===== src/rtl/nib_field_alu.sv =====
module nib_field_alu #(
  parameter int NIBBLES = 16,
  parameter int PW = $clog2(NIBBLES)
) (
  input  logic                 clk,
  input  logic                 rst_n,
  input  logic                 start,
  input  logic [2:0]           op,
  input  logic [3:0]           fld,
  input  logic [PW-1:0]        ptr,
  input  logic                 dec_mode,
  input  logic [4*NIBBLES-1:0] src_a,
  input  logic [4*NIBBLES-1:0] src_b,
  input  logic                 sticky_clr,
  output logic [4*NIBBLES-1:0] result,
  output logic                 carry,
  output logic                 sticky,
  output logic                 done
);
  localparam int DW = 4 * NIBBLES;
  localparam logic [2:0] OP_ADD = 3'd0, OP_SUB = 3'd1, OP_INC = 3'd2, OP_DEC = 3'd3;
  localparam logic [2:0] OP_CLR = 3'd4, OP_SHL = 3'd5, OP_SHR = 3'd6;

  logic          busy, dec_r, cy, cout;
  logic [2:0]    op_r;
  logic [PW-1:0] idx, lo_r, hi_r, f_lo, f_hi, idx_n;
  logic [DW-1:0] opb;
  logic [3:0]    x, y, xn, ya, nib, prev;
  logic [4:0]    sum5, dif5;

  always_comb begin
    f_lo = '0;
    f_hi = PW'(NIBBLES - 1);
    case (fld)
      4'd1: f_hi = PW'(4);
      4'd2: f_hi = PW'(2);
      4'd3: begin f_lo = PW'(2); f_hi = PW'(2); end
      4'd4: f_hi = PW'(1);
      4'd5: begin f_lo = PW'(3); f_hi = PW'(NIBBLES - 2); end
      4'd6: f_lo = PW'(NIBBLES - 1);
      4'd7: begin f_lo = ptr; f_hi = ptr; end
      4'd8: f_hi = ptr;
      default: ;
    endcase
  end

  assign idx_n = idx + 1'b1;
  assign x     = result[{idx, 2'b00} +: 4];
  assign xn    = result[{idx_n, 2'b00} +: 4];
  assign y     = opb[{idx, 2'b00} +: 4];
  assign ya    = (op_r == OP_ADD || op_r == OP_SUB) ? y : 4'd0;
  assign sum5  = {1'b0, x} + {1'b0, ya} + {4'd0, cy};
  assign dif5  = {1'b0, x} - {1'b0, ya} - {4'd0, cy};

  always_comb begin
    nib  = 4'd0;
    cout = 1'b0;
    case (op_r)
      OP_ADD, OP_INC: begin
        if (dec_r && sum5 > 5'd9) begin
          nib  = sum5[3:0] + 4'd6;
          cout = 1'b1;
        end else begin
          nib  = sum5[3:0];
          cout = sum5[4];
        end
      end
      OP_SUB, OP_DEC: begin
        nib  = (dec_r && dif5[4]) ? dif5[3:0] - 4'd6 : dif5[3:0];
        cout = dif5[4];
      end
      OP_SHL: nib = prev;
      OP_SHR: nib = (idx == hi_r) ? 4'd0 : xn;
      default: nib = 4'd0;
    endcase
  end

  always_ff @(posedge clk or negedge rst_n) begin
    if (!rst_n) begin
      busy   <= 1'b0;
      done   <= 1'b0;
      result <= '0;
      opb    <= '0;
      idx    <= '0;
      lo_r   <= '0;
      hi_r   <= '0;
      op_r   <= OP_CLR;
      dec_r  <= 1'b0;
      cy     <= 1'b0;
      prev   <= 4'd0;
      carry  <= 1'b0;
      sticky <= 1'b0;
    end else begin
      done <= 1'b0;
      if (sticky_clr) sticky <= 1'b0;
      if (!busy && start) begin
        busy   <= 1'b1;
        result <= src_a;
        opb    <= src_b;
        idx    <= f_lo;
        lo_r   <= f_lo;
        hi_r   <= f_hi;
        op_r   <= op;
        dec_r  <= dec_mode;
        cy     <= (op == OP_INC || op == OP_DEC);
        prev   <= 4'd0;
      end else if (busy) begin
        result[{idx, 2'b00} +: 4] <= nib;
        cy   <= cout;
        prev <= x;
        if (op_r == OP_SHR && idx == lo_r && x != 4'd0) sticky <= 1'b1;
        if (idx == hi_r) begin
          busy <= 1'b0;
          done <= 1'b1;
          if (op_r <= OP_DEC) carry <= cout;
        end else begin
          idx <= idx_n;
        end
      end
    end
  end
endmodule


===== config.mk =====
export PLATFORM = sky130hd
export DESIGN_NAME = nib_field_alu
export DESIGN_NICKNAME = d
export VERILOG_FILES = /design/src/rtl/nib_field_alu.sv
export SDC_FILE = /design/constraint.sdc
export NUM_CORES = 1
export LEC_CHECK = 0
export ABC_AREA = 0
export CORE_UTILIZATION = 45
export CTS_CLUSTER_SIZE = 16
export DETAILED_ROUTE_END_ITERATION = 10
export PLACE_DENSITY = 0.7
export SKIP_LAST_GASP = 1
export SLEW_MARGIN = 5
export SYNTH_ARGS = -nofsm -noshare
export SYNTH_HDL_FRONTEND = slang
export SYNTH_SLANG_ARGS = --single-unit

===== constraint.sdc =====
create_clock -name clk -period 7.2 [get_ports clk]
set_clock_uncertainty 0.15 [all_clocks]
set_input_delay 1.44 -clock clk [delete_from_list [all_inputs] [get_ports clk]]
set_output_delay 1.44 -clock clk [all_outputs]
set_load 0.01 [all_outputs]

==> qor.txt <==
Power per cell area = 584.9 nW/um2
# resized after CTS = 0
Fin util = 61.21%
Crit-path cells = buf_4 > mux4_2 > mux2i_1 > nand2_1 > o21ai_0 > nand2b_1 > inv_1 > fa_1 > fa_1 > xor2_1 > inv_1 > ha_1 > a211oi_1 > nor2_2 > o22ai_1
Clock power share = 14.2%
Crit path to = result[54]
Crit Path Max Fanout = 48
Cells after Synth = 978
Sequential area share after synthesis = 42.27%
Final Instance Area = 11990 um2
NetSw = 3183 uW
Post-Syn Area = 9061 um2
Die area = 20710 um2
Sw Share = 45.38%
Clk sinks = 153
Max incr delay on CP = 0.90 ns
Flop2flop setup slack = 1.46 ns
Nets = 1320
Max Cap Violations = 0
Synthesized Nets = 1139
Max_slew headroom = 32.02%
Vias = 8398
Synth area leader = dfrtp_1
Worst min path class = register to register
First-pass GRT wire length = 44880 um
Top-area cell type share of the netlist area = 41.98%
Critical R2R Capture = result[54]
HPWL after DPL = 21360 um
Placed cell area = 11350 um2
CTS tree = done
Logic pwr share = 59.1%
CTS max path bufs = 2
CP Data Arrival Time = 5.93 ns
Final min period = 5.744 ns
Die Span Y = 143.9 um
Status = complete, no violations
I/O Pins = 211
Int Power = 3831 uW
Async SR Flop Fraction = 100.0%
Slew @ Worst Pin = 1.018 ns
Total track usage = 29.40%
Ys flop type = dfrtp_1
Hold buffer count at cts = 0
Crit-path slowest cell = dfrtp_4
Max Clock Freq = 174.1 MHz
DR vias/cell = 5.844
Peak supply drop = 0.2997 mV
Drt drc = 0
Starting DRT DRC Count = 884
Path depth of the worst reg2reg path = 15
Routed len/inst = 20.74 um
Setup TNS = 0 ns
Layout area overhead = 32.34%
Vias in the first global route = 7970
Setup bufs post-CTS = 0
Die width = 143.9 um
Fin. Hold Viols = 0
Sequential power share = 26.7%
Syn_area_per_cell = 9.265 um2
Largest net degree at the start of global routing = 92
Max Slew Vio Count = 0
DRT Pass-1 Iters = 6
Lkg Pwr = 0.005195 uW
Final Power = 7014 uW
R2R Path Start = idx[0]
Initial Util = 46.25%
Initial antenna violation count = 0
CP Data Required Time = 7.39 ns
# diodes = 0
Endpoints failing setup = 0
Crit. Startpoint = idx[0]
Fin crit share = 79.78%
Yosys cell types = 65
Cell with the most instances after synthesis = nand2_1
Total core area = 19590 um2
GPL Wtd Cong = 0.9100
RSZ-0062 raised after global routing = no
Routed WL = 29810 um
Fraction of layout cells with a size suffix above 1 = 10.07%
Ranking of synthesized cells by area = dfrtp_1 (42%), mux4_2 (12%), nand2_1 (11%)
Post-synth EDFFs = 0
Hold Path Depth = 2
CTS Root Cell = clkbuf_16
Worst-path clk slew = 0.06 ns
Post-synth top cells = nand2_1 (272), dfrtp_1 (152), o21ai_0 (64)
Synth Warn # = 0
Worst Setup Start Kind = register
CP Class = register to register
Total CTS buffers = 17
Antenna-violating nets left = 0
PortBufs = 210
Worst Setup End Kind = register
Register bit total from synthesis = 153
H-tree levels = 4
Worst skew pair latency = 0.43 ns
Row count = 51
# fillers = 1673
Grt ovf = 0
==> cells in the final DEF, fill, tap and decap left out, drive strengths merged, types with 20 or more instances in the layout <==
cell,n
o21ai,80
a21oi,58
o22ai,22
nand2,272
clkdlybuf4s50,209
mux4,50
clkbuf,20
nor2,48
dfrtp,152
inv,24
==> metrics by stage <==
step                instances  setup slack [ns]  hold WS [ns]
finish                   1437             1.456        0.3188
global route             1437             1.171        0.3397
CTS                      1437             1.545        0.3225
detailed placement       1405             1.556        0.3071
global placement         1405             1.718        0.3026
floorplan                 978             2.178        0.2901
==> registers in the layout (all words and copies together) (netlist names) <==
register and count:
busy 1, carry 1, cy 1, dec_r 1
done 1, hi_r 4, idx 4, lo_r 4
op_r 3, opb 64, prev 4, result 64
sticky 1
==> routing by layer <==
| metal | vias to the layer above | global-route usage [%] | routed length, um |
|---|---|---|---|
| li1 | 3831 | - | - |
| met1 | 4074 | 40.50 | 12280 |
| met2 | 434 | 45.49 | 14150 |
| met3 | 59 | 7.398 | 2640 |
| met4 | 0 | 9.127 | 730 |
| met5 | - | 0 | 0 |
==> critical path: cells and delay by family (launching register included) <==
| family | cells | cell delay [ns] |
|---|---|---|
| flops | 1 | 0.90 |
| compound gates | 3 | 1.16 |
| simple gates | 3 | 0.64 |
| xor+xnor | 1 | 0.29 |
| buf+inv | 3 | 0.60 |
| fa+ha+maj | 3 | 1.13 |
| mux | 2 | 0.72 |
==> cell type report <==
class	count	area [um2]	share of cell area, %
clock buffer	20	456.7	3.808
tap	265	331.6	2.765
timing repair buffer	223	2201	18.35
inverter	21	78.83	0.6573
multi-input combinational	743	4900	40.86
clock inverter	12	188.9	1.576
sequential	153	3835	31.98
==> cell families (layout without fill, tap and decap cells) <==
| logic type | Yosys count | in the layout | synth area share, % |
|---|---|---|---|
| flops | 153 | 153 | 42.27 |
| buf+inv | 82 | 276 | 3.825 |
| simple gates | 410 | 410 | 19.47 |
| mux | 74 | 74 | 15.24 |
| fa+ha+maj | 17 | 17 | 2.679 |
| xor+xnor | 17 | 17 | 1.643 |
| compound gates | 225 | 225 | 14.87 |
==> power groups by stage <==
stage | clock network, uW | registers (uW) | logic (uW)
3_5_place_dp | 0 | 1850 | 4060
5_1_grt | 1040 | 1920 | 4480
2_1_floorplan | 0 | 1620 | 2880
3_3_place_gp | 0 | 1840 | 4020
6_report | 994 | 1880 | 4140
4_1_cts | 999 | 1850 | 4100
==> worst min-delay path by stage <==
| stage | startpoint | end |
|---|---|---|
| floorplan | opb[38] | opb[38] |
| global placement | opb[38] | opb[38] |
| detailed placement | opb[26] | opb[26] |
| CTS | opb[26] | opb[26] |
| global route | opb[20] | opb[20] |
| finish | opb[38] | opb[38] |
(Power assumes the default switching activity.)
